**config.mk**
```make
export PLATFORM = sky130hd
export DESIGN_NAME = exc_entry_ctrl
export DESIGN_NICKNAME = d
export VERILOG_FILES = /design/src/rtl/exc_pkg.sv /design/src/rtl/exc_irq_gate.sv /design/src/rtl/exc_arbiter.sv /design/src/rtl/exc_rdport.sv /design/src/rtl/exc_entry_ctrl.sv
export SDC_FILE = /design/constraint.sdc
export NUM_CORES = 1
export LEC_CHECK = 0
export BUFFER_PORTS_ARGS = -buffer_cell sky130_fd_sc_hd__buf_2
export CAP_MARGIN = 20
export CORE_MARGIN = 1.5
export CORE_UTILIZATION = 47
export DETAILED_ROUTE_END_ITERATION = 12
export GPL_TIMING_DRIVEN = 0
export MAX_ROUTING_LAYER = met4
export PLACE_DENSITY = 0.8
export SLEW_MARGIN = 40
export SYNTH_ARGS = -nofsm -noshare
export SYNTH_HDL_FRONTEND = slang
export SYNTH_SLANG_ARGS = --single-unit
```
**constraint.sdc**
```tcl
create_clock -name clk -period 1.9 [get_ports clk]
set_input_delay 0.095 -clock clk [delete_from_list [all_inputs] [get_ports clk]]
set_output_delay 0.095 -clock clk [all_outputs]
set_load 0.01 [all_outputs]
```
**src/rtl/exc_pkg.sv**
```systemverilog
package exc_pkg;

    typedef enum logic [4:0] {
        EXC_INT  = 5'd0,
        EXC_TLBL = 5'd2,
        EXC_TLBS = 5'd3,
        EXC_ADEL = 5'd4,
        EXC_ADES = 5'd5,
        EXC_SYS  = 5'd8,
        EXC_PRIV = 5'd11
    } exc_code_e;

    typedef enum logic [1:0] {
        SEL_EPC   = 2'd0,
        SEL_CAUSE = 2'd1,
        SEL_BAD   = 2'd2,
        SEL_NONE  = 2'd3
    } csr_sel_e;

    localparam int CODE_LSB = 2;
    localparam int IRQ_LSB  = 8;

endpackage

```
**src/rtl/exc_irq_gate.sv**
```systemverilog
module exc_irq_gate #(
    parameter int NIRQ = 6
) (
    input  logic [NIRQ-1:0] irq_req,
    input  logic            irq_enable,
    output logic [NIRQ-1:0] irq_masked,
    output logic            irq_any
);
    genvar g;
    generate
        for (g = 0; g < NIRQ; g++) begin : g_mask
            assign irq_masked[g] = irq_req[g] & irq_enable;
        end
    endgenerate

    assign irq_any = |irq_masked;
endmodule

```
**src/rtl/exc_arbiter.sv**
```systemverilog
module exc_arbiter
    import exc_pkg::*;
(
    input  logic      tlbr,
    input  logic      adf,
    input  logic      is_store,
    input  logic      priv,
    input  logic      sys,
    input  logic      irq,
    output logic      take,
    output exc_code_e code,
    output logic      is_refill,
    output logic      is_addr
);
    always_comb begin
        take      = 1'b1;
        code      = EXC_INT;
        is_refill = 1'b0;
        is_addr   = 1'b0;
        if (tlbr) begin
            code      = is_store ? EXC_TLBS : EXC_TLBL;
            is_refill = 1'b1;
            is_addr   = 1'b1;
        end else if (adf) begin
            code    = is_store ? EXC_ADES : EXC_ADEL;
            is_addr = 1'b1;
        end else if (priv) begin
            code = EXC_PRIV;
        end else if (sys) begin
            code = EXC_SYS;
        end else if (irq) begin
            code = EXC_INT;
        end else begin
            take = 1'b0;
        end
    end
endmodule

```
**src/rtl/exc_rdport.sv**
```systemverilog
module exc_rdport
    import exc_pkg::*;
#(
    parameter int XLEN = 32
) (
    input  logic            kernel,
    input  logic            rd_en,
    input  logic [1:0]      rd_sel,
    input  logic [XLEN-1:0] epc,
    input  logic [XLEN-1:0] cause,
    input  logic [XLEN-1:0] bad,
    output logic [XLEN-1:0] rd_data,
    output logic            viol
);
    always_comb begin
        rd_data = '0;
        if (kernel) begin
            unique case (csr_sel_e'(rd_sel))
                SEL_EPC:   rd_data = epc;
                SEL_CAUSE: rd_data = cause;
                SEL_BAD:   rd_data = bad;
                default:   rd_data = '0;
            endcase
        end
    end

    assign viol = rd_en & ~kernel;
endmodule

```
**src/rtl/exc_entry_ctrl.sv**
```systemverilog
module exc_entry_ctrl
    import exc_pkg::*;
#(
    parameter int          XLEN        = 32,
    parameter int          NIRQ        = 6,
    parameter logic [31:0] VEC_REFILL  = 32'h8000_0000,
    parameter logic [31:0] VEC_GENERAL = 32'h8000_0180
) (
    input  logic            clk,
    input  logic            rst_n,
    input  logic [XLEN-1:0] inst_pc,
    input  logic [XLEN-1:0] fault_va,
    input  logic            tlb_refill_req,
    input  logic            addr_fault_req,
    input  logic            fault_is_store,
    input  logic            syscall_req,
    input  logic [NIRQ-1:0] irq_req,
    input  logic            eret_req,
    input  logic            csr_rd_en,
    input  logic [1:0]      csr_rd_sel,
    output logic [XLEN-1:0] csr_rd_data,
    output logic            redirect_valid,
    output logic [XLEN-1:0] redirect_pc,
    output logic            kernel_mode,
    output logic            irq_enable
);
    localparam int CAUSE_TOP = IRQ_LSB + NIRQ;

    typedef struct packed {
        logic [XLEN-1:0] epc;
        logic [XLEN-1:0] cause;
        logic [XLEN-1:0] bad;
        logic            kernel;
        logic            ie;
        logic            rv;
        logic [XLEN-1:0] rpc;
    } state_t;

    state_t s_d, s_q;

    logic [NIRQ-1:0] irq_masked;
    logic            irq_any;
    logic            rd_viol;
    logic            eret_viol;
    logic            take;
    exc_code_e       code;
    logic            is_refill;
    logic            is_addr;

    exc_irq_gate #(.NIRQ(NIRQ)) u_gate (
        .irq_req    (irq_req),
        .irq_enable (s_q.ie),
        .irq_masked (irq_masked),
        .irq_any    (irq_any)
    );

    exc_rdport #(.XLEN(XLEN)) u_rd (
        .kernel  (s_q.kernel),
        .rd_en   (csr_rd_en),
        .rd_sel  (csr_rd_sel),
        .epc     (s_q.epc),
        .cause   (s_q.cause),
        .bad     (s_q.bad),
        .rd_data (csr_rd_data),
        .viol    (rd_viol)
    );

    assign eret_viol = eret_req & ~s_q.kernel;

    exc_arbiter u_arb (
        .tlbr      (tlb_refill_req),
        .adf       (addr_fault_req),
        .is_store  (fault_is_store),
        .priv      (rd_viol | eret_viol),
        .sys       (syscall_req),
        .irq       (irq_any),
        .take      (take),
        .code      (code),
        .is_refill (is_refill),
        .is_addr   (is_addr)
    );

    always_comb begin
        s_d    = s_q;
        s_d.rv = 1'b0;
        if (take) begin
            s_d.epc                        = inst_pc;
            s_d.cause                      = '0;
            s_d.cause[CODE_LSB +: 5]       = code;
            if (code == EXC_INT) begin
                s_d.cause[IRQ_LSB +: NIRQ] = irq_masked;
            end
            if (is_addr) begin
                s_d.bad = fault_va;
            end
            s_d.kernel = 1'b1;
            s_d.ie     = 1'b0;
            s_d.rv     = 1'b1;
            s_d.rpc    = is_refill ? VEC_REFILL : VEC_GENERAL;
        end else if (eret_req && s_q.kernel) begin
            s_d.kernel = 1'b0;
            s_d.ie     = 1'b1;
            s_d.rv     = 1'b1;
            s_d.rpc    = s_q.epc;
        end
    end

    always_ff @(posedge clk or negedge rst_n) begin
        if (!rst_n) begin
            s_q        <= '0;
            s_q.kernel <= 1'b1;
        end else begin
            s_q <= s_d;
        end
    end

    assign redirect_valid = s_q.rv;
    assign redirect_pc    = s_q.rpc;
    assign kernel_mode    = s_q.kernel;
    assign irq_enable     = s_q.ie;

    initial begin
        assert (CAUSE_TOP <= XLEN) else $error("irq field does not fit cause");
    end

    p_epc_r1: assert property (@(posedge clk) disable iff (!rst_n)
        take |=> s_q.epc == $past(inst_pc));

    p_entry_mode_r2: assert property (@(posedge clk) disable iff (!rst_n)
        take |=> kernel_mode && !irq_enable);

    p_cause_code_r3: assert property (@(posedge clk) disable iff (!rst_n)
        take |=> s_q.cause[CODE_LSB +: 5] == $past(code));

    p_bad_hold_r4: assert property (@(posedge clk) disable iff (!rst_n)
        (!tlb_refill_req && !addr_fault_req) |=> $stable(s_q.bad));

    p_refill_vec_r5: assert property (@(posedge clk) disable iff (!rst_n)
        tlb_refill_req |=> redirect_valid && redirect_pc == VEC_REFILL);

    p_eret_r6: assert property (@(posedge clk) disable iff (!rst_n)
        (eret_req && kernel_mode && !take) |=>
            !kernel_mode && irq_enable && redirect_pc == $past(s_q.epc));

    p_user_read_r7: assert property (@(posedge clk) disable iff (!rst_n)
        !kernel_mode |-> csr_rd_data == '0);

    p_user_eret_r8: assert property (@(posedge clk) disable iff (!rst_n)
        (eret_req && !kernel_mode) |=> kernel_mode && redirect_pc == VEC_GENERAL);

    p_irq_masked_r10: assert property (@(posedge clk) disable iff (!rst_n)
        (!irq_enable && !tlb_refill_req && !addr_fault_req && !syscall_req
         && !rd_viol && !eret_viol) |-> !take);

endmodule

```
==> results.md, run 1 <==
* Syn Area/Cell at 11.4 um^2
* Xor and xnor area share after synthesis at 0%
* Number of synthesized register bits at 109
* Wirelength per Cell at 15.5 um
* Area grow syn2layout at 35.8%
* Crit. End Element: register
* Compound-Gate Fraction of Synth Area at 6.36%
* Max-cap violations at 0
* DIE AREA at 11700 um^2
* CTS tree: done
* CP required at 2.16 ns
* Post-route DRC at 0
* Hold Crit Class: primary input to register
* FILL cells at 821
* Final Max Slew Viols at 0
* Diodes inserted at 0
* Hold Path End: s_q[76]
* CTS Buffer Depth at 2
* F_max at 0.565 GHz
* Final HPWL DP at 8950 um
* RSZ-0062 raised after global routing: false
* Period minus WS final at 1.77 ns
* RR Startpoint: irq_enable
* Ports at 147
* Vias in the first global route at 4193
* H-tree levels at 3
* Hold path start: irq_req[1]
* Initial antenna violation count at 0
* Distinct cells, synth at 35
* Largest net degree at the start of global routing at 57
* CTS sink cnt at 109
* Worst Max-Slew Pin Slew at 0.854 ns
* CP Class: register to register
* RR Endpoint: s_q[127]
* WHS at 0.0119 ns
* Hold depth at 3
* FF-to-FF setup slack at 0.13 ns
* Rows at 38
* Worst slew margin at 43.0%
* Tcrit/Tclk final at 93.1%
* Final WL at 12800 um
* Layout Nets at 765
* CP Data Arrival Time at 2.03 ns
* Drt first pass iters at 4
* Main combinational cell family by area after synthesis: multiplexers
* Worst slack at placement at -0.0708 ns
* Adder-cell share of the synthesized area at 0%
* Fraction of synthesized area in multiplexers at 22.2%
* Max VDD drop at 0.000365 V
* Sequential fraction of the synthesis area at 52.7%
* Core area at 10800 um^2
* Post-route ant nets at 0
* Via density per instance at 4.95
* FF-to-FF path depth at 6
* Root buffer cell: clkbuf_8
* Insertion delay to the later sink of the worst-skew pair at 0.37 ns
* Synth Cell Area at 5180 um^2
* Leak Pwr at 3.57 nW
* Final-report hold violation count at 0
* GRT overflow at 0
* Syn_nets at 534
* Finish-stage setup viols at 0
* Share of cells above drive strength 1 at 40.0%
* Total GRT Usage at 23.9%
* Simple-gate portion of the synthesized area at 10.2%
* Pwr per Cell Area at 664 nW/um^2
* Vias at 4105
* CP Max Fanout at 10
* Setup Skew at 0.0132 ns
* Die Y at 108 um
* Gpl congestion at 0.857
* Status: complete, no violations
* CTS Buf Count at 9
* Synth warn at 0
* Global-route wire length before repair at 20500 um
* Starting density of the core at 48.0%
* Startpoint Class: register
* Final core utilization at 65.1%
* CTS clk-pin slew, worst paths at 0.10 ns
* Synthesized netlist cell count at 454
* IO Port Bufs at 145
* Width of the die at 108 um
* Detailed Route Iter0 Violations at 157
* Final Worst Setup Slack at 0.131 ns
[area by class of cell]
class | instances | area, um^2 | area share, %
tap | 140 | 175 | 2.49
timing repair buffer | 220 | 1500 | 21.3
inverter | 4 | 15.0 | 0.214
clock inverter | 1 | 7.51 | 0.107
sequential | 109 | 2730 | 38.8
clock buffer | 15 | 156 | 2.23
buffer | 61 | 430 | 6.13
multi-input combinational | 280 | 2020 | 28.7
[synth_stat cells]
master | n | share of area (%)
a21o_1 | 1 | 0.15
a21oi_1 | 39 | 3.8
a221o_1 | 1 | 0.19
a22o_1 | 1 | 0.17
a22oi_1 | 6 | 0.87
a31oi_1 | 3 | 0.36
and2_1 | 1 | 0.12
buf_1 | 6 | 0.44
buf_12 | 3 | 1.2
buf_2 | 1 | 0.097
buf_4 | 33 | 4.8
buf_6 | 3 | 0.65
clkbuf_1 | 14 | 1.0
clkbuf_2 | 1 | 0.097
dfrtp_1 | 108 | 52
dfstp_2 | 1 | 0.51
inv_1 | 4 | 0.29
mux2_2 | 35 | 7.6
mux2_4 | 29 | 8.4
mux2i_1 | 32 | 6.2
nand2_1 | 67 | 4.9
nand2b_1 | 1 | 0.12
nand2b_2 | 1 | 0.17
nand3_1 | 1 | 0.097
nand3b_4 | 1 | 0.39
nor2_1 | 50 | 3.6
nor2b_1 | 2 | 0.24
nor3_1 | 1 | 0.097
o21ai_0 | 2 | 0.19
o21ai_4 | 1 | 0.31
o21ba_2 | 1 | 0.19
o21bai_1 | 1 | 0.15
or2_1 | 1 | 0.12
or2_2 | 1 | 0.12
or4_4 | 1 | 0.22
[power breakdown]
part	switching, mW	leakage, nW	internal (mW)	total (mW)
sequential	0.0900	1.35	2.45	2.54
combinational	0.391	2.15	0.464	0.855
clock	0.755	0.0780	0.518	1.27
total	1.24	3.57	3.43	4.67
[critical path: stages, from the launching register on]
cell and delay [ns]:
dfrtp_1 0.34, clkbuf_1 0.38, o21ai_4 0.19, nand2b_2 0.11, buf_6 0.16, buf_12 0.16, mux2_4 0.31
[kinds of logic (layout without fill, tap and decap cells)]
logic type / after synthesis / count (layout)
simple gates: 128 / 128
flops: 109 / 109
mux: 96 / 96
buf+inv: 65 / 301
compound gates: 56 / 56
[sequential cells by signal (all words and copies together) (netlist names)]
signal / cells
irq_enable: 1
kernel_mode: 1
redirect_pc: 32
redirect_valid: 1
s_q: 74
[per-layer routing]
layer  up-vias  share of wire, %  global-route usage, %
met5         -                 0                      -
met4         0               2.5                   9.87
met3        26               4.1                   3.32
met2       124                50                   39.6
met1      2012                44                   29.5
li1       1943                 -                      -
[through the flow]
step / setup TNS [ns] / std cells / area, um^2 / total power [mW]
after floorplan: 0 / 454 / 5180 / 3.00
after detailed placement: -1.95 / 740 / 6110 / 3.32
after global placement: -45.89 / 739 / 6080 / 3.28
after global routing: 0 / 830 / 7030 / 4.89
after CTS: 0 / 827 / 6990 / 4.68
final: 0 / 830 / 7030 / 4.67
[cells in the final DEF, fill, tap and decap left out, types with 4 or more instances in the layout]
master         Yosys  final
buf_2              1    146
dfrtp_1          108    108
dlygate4sd3_1      0     71
nand2_1           67     67
nor2_1            50     50
a21oi_1           39     39
buf_4             33     36
mux2_2            35     35
mux2i_1           32     32
mux2_4            29     29
clkbuf_1          14     17
clkbuf_8           0     10
a22oi_1            6      6
buf_1              6      5
inv_1              4      4
[timing repair]
action                     in CTS  in global routing
setup endpoints to repair      44                 66
hold endpoints to repair      126                  0
cloned                          0                  0
resized for setup               2                  5
buffers inserted                0                  3
pin swaps                       0                  1
hold buffers                   71                  0
[how the worst max path moves through the flow]
| stage | slack [ns] | start | to | cells past startpoint |
|---|---|---|---|---|
| after CTS | 0.01 | kernel_mode | s_q[123] | 6 |
| final | 0.13 | irq_enable | s_q[127] | 6 |
| after global routing | 0.006 | kernel_mode | csr_rd_data[29] | 4 |
| after detailed placement | -0.07 | csr_rd_sel[1] | csr_rd_data[13] | 7 |
| after floorplan | 0.08 | kernel_mode | s_q[102] | 6 |
| after global placement | -0.42 | rst_n | redirect_pc[30] | 1 |
Power figures use the tool's default switching activity.
==> run 2, diff against run 1 <==
--- a/config.mk
+++ b/config.mk
@@ -5,14 +5,16 @@
 export SDC_FILE = /design/constraint.sdc
 export NUM_CORES = 1
 export LEC_CHECK = 0
+export ABC_CLOCK_PERIOD_IN_PS = 1900
 export BUFFER_PORTS_ARGS = -buffer_cell sky130_fd_sc_hd__buf_2
 export CAP_MARGIN = 20
 export CORE_MARGIN = 1.5
-export CORE_UTILIZATION = 47
+export CORE_UTILIZATION = 49
+export CTS_BUF_LIST = sky130_fd_sc_hd__clkbuf_4
 export DETAILED_ROUTE_END_ITERATION = 12
 export GPL_TIMING_DRIVEN = 0
 export MAX_ROUTING_LAYER = met4
-export PLACE_DENSITY = 0.8
+export PLACE_DENSITY = 0.83
 export SLEW_MARGIN = 40
 export SYNTH_ARGS = -nofsm -noshare
 export SYNTH_HDL_FRONTEND = slang
==> run 2 against run 1 <==
  * Die area fell by 4.0%
  * Via count up 2.0%
  * First-iteration DRC count down 22%
  * Largest cell class unchanged
==> results.md, run 2 (synthesis results as in run 1) <==
* Status: complete, no violations (unchanged)
* CP Class: primary input to register (was register to register)
* Vias at 4187 (was 4105)
* Period minus WS final at 1.89 ns (was 1.77 ns)
* Total GRT Usage at 26.1% (was 23.9%)
* CP required at 2.25 ns (was 2.16 ns)
* Detailed Route Iter0 Violations at 123 (was 157)
* Reg with most FFs: s_q (unchanged)
* Core area at 10300 um^2 (was 10800 um^2)
* Leak Pwr at 3.59 nW (was 3.57 nW)
* Gpl congestion at 0.830 (was 0.857)
* CTS sink cnt at 109 (unchanged)
* Share of cells above drive strength 1 at 40.7% (was 40.0%)
* CP Max Fanout at 10 (unchanged)
* Rows at 37 (was 38)
* Root buffer cell: clkbuf_4 (was clkbuf_8)
* GRT overflow at 0 (unchanged)
* Drt first pass iters at 6 (was 4)
* CTS clk-pin slew, worst paths at 0.16 ns (was 0.10 ns)
* Most frequent cells in the layout: 147 x buf_2, 108 x dfrtp_1, 76 x dlygate4sd3_1 (was 146 x buf_2, 108 x dfrtp_1, 71 x dlygate4sd3_1)
* Pwr Total at 4.41 mW (was 4.67 mW)
* Hold Crit Class: primary input to register (unchanged)
* CTS tree: done (unchanged)
* Final WL at 13800 um (was 12800 um)
* Finish-stage setup viols at 0 (unchanged)
* Final HPWL DP at 9010 um (was 8950 um)
* Worst slack at placement at -0.103 ns (was -0.0708 ns)
* CTS Buf Count at 9 (unchanged)
* Largest net degree at the start of global routing at 64 (was 57)
* Startpoint Class: primary input (was register)
* Final Max Slew Viols at 0 (unchanged)
* Register area at 2730 um^2 (unchanged)
* Setup Skew at 0.0135 ns (was 0.0132 ns)
* Number of flip-flops in the largest register at 74 (unchanged)
* Post-route DRC at 0 (unchanged)
* IO Port Bufs at 145 (unchanged)
* Max VDD drop at 0.000385 V (was 0.000365 V)
* Most common cell after layout, fill and taps aside: buf_2 (unchanged)
* Die Y at 106 um (was 108 um)
* Ports at 147 (unchanged)
* Area grow syn2layout at 36.3% (was 35.8%)
* H-tree levels at 3 (unchanged)
* Via density per instance at 5.03 (was 4.95)
* Max-cap violations at 0 (unchanged)
* Layout Nets at 772 (was 765)
* RSZ-0062 raised after global routing: true (was false)
* Worst slew margin at 44.5% (was 43.0%)
* CTS Buffer Depth at 2 (unchanged)
* Setup TNS at 0 ns (unchanged)
* Multi-input logic area at 2040 um^2 (was 2020 um^2)
* Global-route wire length before repair at 21900 um (was 20500 um)
* Crit. End Element: register (unchanged)
* Starting density of the core at 50.4% (was 48.0%)
* DIE AREA at 11200 um^2 (was 11700 um^2)
* Tcrit/Tclk final at 99.3% (was 93.1%)
* Final Worst Setup Slack at 0.0126 ns (was 0.131 ns)
* Final-report hold violation count at 0 (unchanged)
* Width of the die at 106 um (was 108 um)
* Insertion delay to the later sink of the worst-skew pair at 0.45 ns (was 0.37 ns)
* Pwr per Cell Area at 624 nW/um^2 (was 664 nW/um^2)
* Worst Max-Slew Pin Slew at 0.832 ns (was 0.854 ns)
* WHS at 0.0472 ns (was 0.0119 ns)
* Wirelength per Cell at 16.5 um (was 15.5 um)
* CP Data Arrival Time at 2.24 ns (was 2.03 ns)
* F_max at 0.530 GHz (was 0.565 GHz)
* Post-route ant nets at 0 (unchanged)
* Vias in the first global route at 4418 (was 4193)
* FILL cells at 789 (was 821)
* Diodes inserted at 0 (unchanged)
* Initial antenna violation count at 0 (unchanged)
-- run 2: cell count changes in the layout (fill, tap and decap cells not counted), moves of 3 or more --
cell	change
clkbuf_8	-10
clkbuf_4	+9
clkbuf_1	-7
clkinv_1	+5
dlygate4sd3_1	+5
a21oi_1	-4
a21oi_2	+4
buf_4	+3
-- run 2: worst max-delay path: stages --
cell	delay [ns]
dlygate4sd3_1	0.53
buf_2	0.13
or4_4	0.55
o21ai_4	0.25
nand2b_4	0.08
buf_8	0.15
buf_12	0.15
mux2_4	0.30
-- run 2: through the flow --
stage | utilization [%] | cells | area, um^2
final | 68.6 | 833 | 7050
after global routing | 68.6 | 833 | 7050
after CTS | 67.9 | 828 | 6980
after detailed placement | 59.4 | 736 | 6110
after global placement | 59.1 | 735 | 6070
after floorplan | - | 454 | 5180
-- run 2: path summary, 6_finish.rpt --
path | start | endpoint | slack, ns | cells after the start
max | irq_req[2] | s_q[109] | 0.01 | 8
min | csr_rd_en | s_q[69] | 0.05 | 4
max reg2reg | kernel_mode | redirect_pc[22] | 0.07 | 5
min in group asynchronous | rst_n | s_q[69] | 0.10 | 2
min reg2reg | s_q[70] | s_q[70] | 0.51 | 1
max in group asynchronous | rst_n | kernel_mode | 1.16 | 3
-- run 2: report_power, final --
part	leakage [nW]	internal [mW]	total (mW)	switching [mW]
combinational	2.19	0.476	0.881	0.405
clock	0.0573	0.250	0.980	0.730
sequential	1.35	2.45	2.54	0.0947
total	3.59	3.18	4.41	1.23
-- run 2: area by class of cell --
cell class / count / share of cell area [%]
plain buffers: 61 / 6.19
clock buffers: 9 / 0.958
clock inverters: 7 / 0.461
inverters: 4 / 0.213
multi-input cells: 280 / 28.9
flip-flops and latches: 109 / 38.7
well taps: 136 / 2.41
repair buffers: 227 / 22.1
-- run 2: timing repair --
action | in CTS | in global routing
hold buffers | 76 | 0
endpoints found under the hold margin | 185 | 0
gates resized for setup | 5 | 13
pin swaps | 1 | 3
buffers inserted | 0 | 5
endpoints found under the setup margin | 70 | 69
-- run 2: layer usage --
metal,GRT usage [%],wire [um]
met1,32.0,5900
met5,-,0
met3,3.34,608
met4,10.2,286
met2,44.1,6980
==> run 3, diff against run 2 <==
--- a/config.mk
+++ b/config.mk
@@ -5,6 +5,7 @@
 export SDC_FILE = /design/constraint.sdc
 export NUM_CORES = 1
 export LEC_CHECK = 0
+export ABC_AREA = 1
 export ABC_CLOCK_PERIOD_IN_PS = 1900
 export BUFFER_PORTS_ARGS = -buffer_cell sky130_fd_sc_hd__buf_2
 export CAP_MARGIN = 20
==> run 3 against run 2 <==
  * Register-to-register slack improved by 0.10 ns
  * Clock power rose by 33%
  * Clock skew rose by 0.0047 ns
  * Sequential cell count did not move
  * Sequential share of layout area fell by 0.10 points
  * Critical path type is now register to primary output
==> results.md, run 3 <==
* Starting density of the core at 50.4% (about the same)
* Worst slew margin at 53.9% (was 44.5%)
* Max VDD drop at 0.000366 V (was 0.000385 V)
* Most frequent cells in the layout: 359 x nand2_1, 155 x buf_2, 108 x dfrtp_1 (was 147 x buf_2, 108 x dfrtp_1, 76 x dlygate4sd3_1)
* Multi-input logic area at 1910 um^2 (was 2040 um^2)
* Wirelength per Cell at 14.8 um (was 16.5 um)
* Yosys top cell by area: dfrtp_1 (unchanged)
* FILL cells at 821 (was 789)
* Reg with most FFs: s_q (unchanged)
* Vias in the first global route at 5113 (was 4418)
* CP Class: register to primary output (was primary input to register)
* Finish-stage setup viols at 0 (unchanged)
* Number of synthesized register bits at 109 (unchanged)
* Global-route wire length before repair at 24300 um (was 21900 um)
* CTS Buffer Depth at 2 (unchanged)
* Crit-path cells: inv_1 -> clkbuf_2 -> a21oi_1 -> buf_2 (was dlygate4sd3_1 -> buf_2 -> or4_4 -> o21ai_4 -> nand2b_4 -> buf_8 -> buf_12 -> mux2_4)
* EDFF count, synth at 0 (unchanged)
* Ys async rst share at 100% (unchanged)
* Crit. End Element: primary output (was register)
* Number of flip-flops in the largest register at 74 (unchanged)
* Distinct cells, synth at 24 (was 35)
* Hold Crit Class: primary input to register (unchanged)
* GRT overflow at 0 (unchanged)
* CTS Buf Count at 9 (unchanged)
* Setup TNS at 0 ns (unchanged)
* Layout Nets at 972 (was 772)
* Vias at 5080 (was 4187)
* Yosys top cell area share at 52.2% (about the same)
* Slowest cell on the critical path: dfstp_2 (was or4_4)
* Root buffer cell: clkbuf_4 (unchanged)
* RSZ-0062 raised after global routing: false (was true)
* Register area at 2730 um^2 (unchanged)
* Area grow syn2layout at 36.5% (was 36.3%)
* Die Y at 106 um (about the same)
* Most common cell after layout, fill and taps aside: nand2_1 (was buf_2)
* CP Max Fanout at 10 (unchanged)
* Sequential fraction of the synthesis area at 52.7% (about the same)
* Synth warn at 0 (unchanged)
* Diodes inserted at 0 (unchanged)
* Max incr delay on CP at 0.60 ns (was 0.55 ns)
* CTS clk-pin slew, worst paths at 0.16 ns (about the same)
* Startpoint Class: register (was primary input)
* CP required at 1.80 ns (was 2.25 ns)
* DIE AREA at 11200 um^2 (about the same)
* Leak Pwr at 4.00 nW (was 3.59 nW)
* Pwr Total at 4.70 mW (was 4.41 mW)
* Synth area leaders: dfrtp_1 52%, nand2_1 26%, buf_4 4.6% (was dfrtp_1 52%, mux2_4 8.4%, mux2_2 7.6%)
* Synth Cell Area at 5180 um^2 (about the same)
* CP Data Arrival Time at 1.72 ns (was 2.24 ns)
* Insertion delay to the later sink of the worst-skew pair at 0.45 ns (about the same)
* Core area at 10300 um^2 (unchanged)
* Ports at 147 (unchanged)
* Detailed Route Iter0 Violations at 321 (was 123)
* Width of the die at 106 um (about the same)
* Worst Max-Slew Pin Slew at 0.688 ns (was 0.832 ns)
* Status: complete, no violations (unchanged)
* Initial antenna violation count at 0 (unchanged)
* Top-count cell post-synth: nand2_1 (was dfrtp_1)
* Post-route DRC at 0 (unchanged)
* Final Max Slew Viols at 0 (unchanged)
* Max-cap violations at 0 (unchanged)
* Share of cells above drive strength 1 at 26.6% (was 40.7%)
* Final HPWL DP at 10000 um (was 9010 um)
* Largest delay share family, worst path: flip-flops (was buffers and inverters)
* H-tree levels at 3 (unchanged)
* Final WL at 15200 um (was 13800 um)
* Rows at 37 (unchanged)
* Via density per instance at 4.92 (was 5.03)
* Drt first pass iters at 5 (was 6)
* Final-report hold violation count at 0 (unchanged)
* Tcrit/Tclk final at 95.4% (was 99.3%)
* CTS tree: done (unchanged)
* IO Port Bufs at 146 (was 145)
* Gpl congestion at 0.912 (was 0.830)
* Setup Skew at 0.0182 ns (was 0.0135 ns)
* Pwr per Cell Area at 665 nW/um^2 (was 624 nW/um^2)
* Largest net degree at the start of global routing at 57 (was 64)
* Synthesized netlist cell count at 655 (was 454)
* Syn Area/Cell at 7.91 um^2 (was 11.4 um^2)
* Post-route ant nets at 0 (unchanged)
* CTS sink cnt at 109 (unchanged)
* Period minus WS final at 1.81 ns (was 1.89 ns)
* Total GRT Usage at 28.8% (was 26.1%)
* Buffers plus inverters on the worst setup path at 3 (was 4)
* Synth Flop Type: dfrtp_1 (unchanged)
* Commonest cells post-synth: 359 x nand2_1, 108 x dfrtp_1, 35 x nand3_1 (was 108 x dfrtp_1, 67 x nand2_1, 50 x nor2_1)
* F_max at 0.552 GHz (was 0.530 GHz)
* Syn_nets at 735 (was 534)
-- run 3: cell count changes after synthesis, sizes merged, moves of 11 or more --
cell   delta
o21ai    +11
mux2i    -32
mux2     -64
a21oi    -16
nand2   +294
inv      +19
nor2     -37
nand3    +41
-- run 3: path summary, 6_finish.rpt --
path                                 start               to  slack, ns  cells after the start
max                            kernel_mode  csr_rd_data[26]       0.09                      4
min                              csr_rd_en          s_q[70]       0.13                      5
max reg2reg                    kernel_mode         s_q[125]       0.17                      7
min reg2reg                redirect_pc[23]  redirect_pc[23]       0.49                      2
max in group asynchronous            rst_n      kernel_mode       1.11                      3
min in group asynchronous            rst_n         s_q[107]       0.15                      2
-- run 3: routing by layer --
metal | wire [um] | vias up | global-route usage, %
met1 | 6110 | 2321 | 34.4
met2 | 7520 | 240 | 47.1
met3 | 935 | 57 | 4.45
met5 | 0 | - | -
met4 | 690 | 0 | 15.3
li1 | - | 2462 | -
-- run 3: power by group --
part           internal [mW]  switching (mW)  leakage (nW)
Sequential              2.46           0.109          1.36
Clock                  0.559           0.745        0.0869
Combinational          0.382           0.453          2.55
-- run 3: area by class of cell --
class / count / area share, %
buffer: 65 / 6.58
clock buffer: 11 / 1.17
clock inverter: 4 / 1.04
inverter: 23 / 1.22
multi-input combinational: 458 / 27.0
sequential: 109 / 38.6
tap: 136 / 2.41
timing repair buffer: 226 / 22.0
-- run 3: logic make-up after synthesis --
kind of cell	count (synthesis)	synth area share [%]
and+or+nand+nor	420	33.0
DFF	109	52.7
buffers and inverters	88	10.6
AOI/OAI and AO/OA	38	3.72
-- run 3: worst min-delay path, stage by stage --
cell and delay, ns:
buf_2 0.09, nor2_1 0.08, nor2_1 0.08, o21ai_0 0.16, nand2_1 0.06
-- run 3: metrics by stage --
stage	util [%]	std cells	instance area, um^2	setup slack, ns	hold slack [ns]
after floorplan	-	655	5180	0.472	-0.201
after global placement	59.2	937	6080	-0.482	0.290
after detailed placement	59.5	938	6120	0.206	0.0432
after CTS	68.8	1032	7070	0.0292	0.122
after global routing	68.8	1032	7070	0.0109	0.168
final	68.8	1032	7070	0.0872	0.134
-- run 3: timing repair --
| item | in CTS | in global routing |
|---|---|---|
| buffers inserted | 0 | 0 |
| gates cloned | 0 | 0 |
| endpoints found under the hold margin | 185 | 0 |
| resized for setup | 1 | 5 |
| hold buffers | 79 | 0 |
| setup endpoints to repair | 1 | 20 |
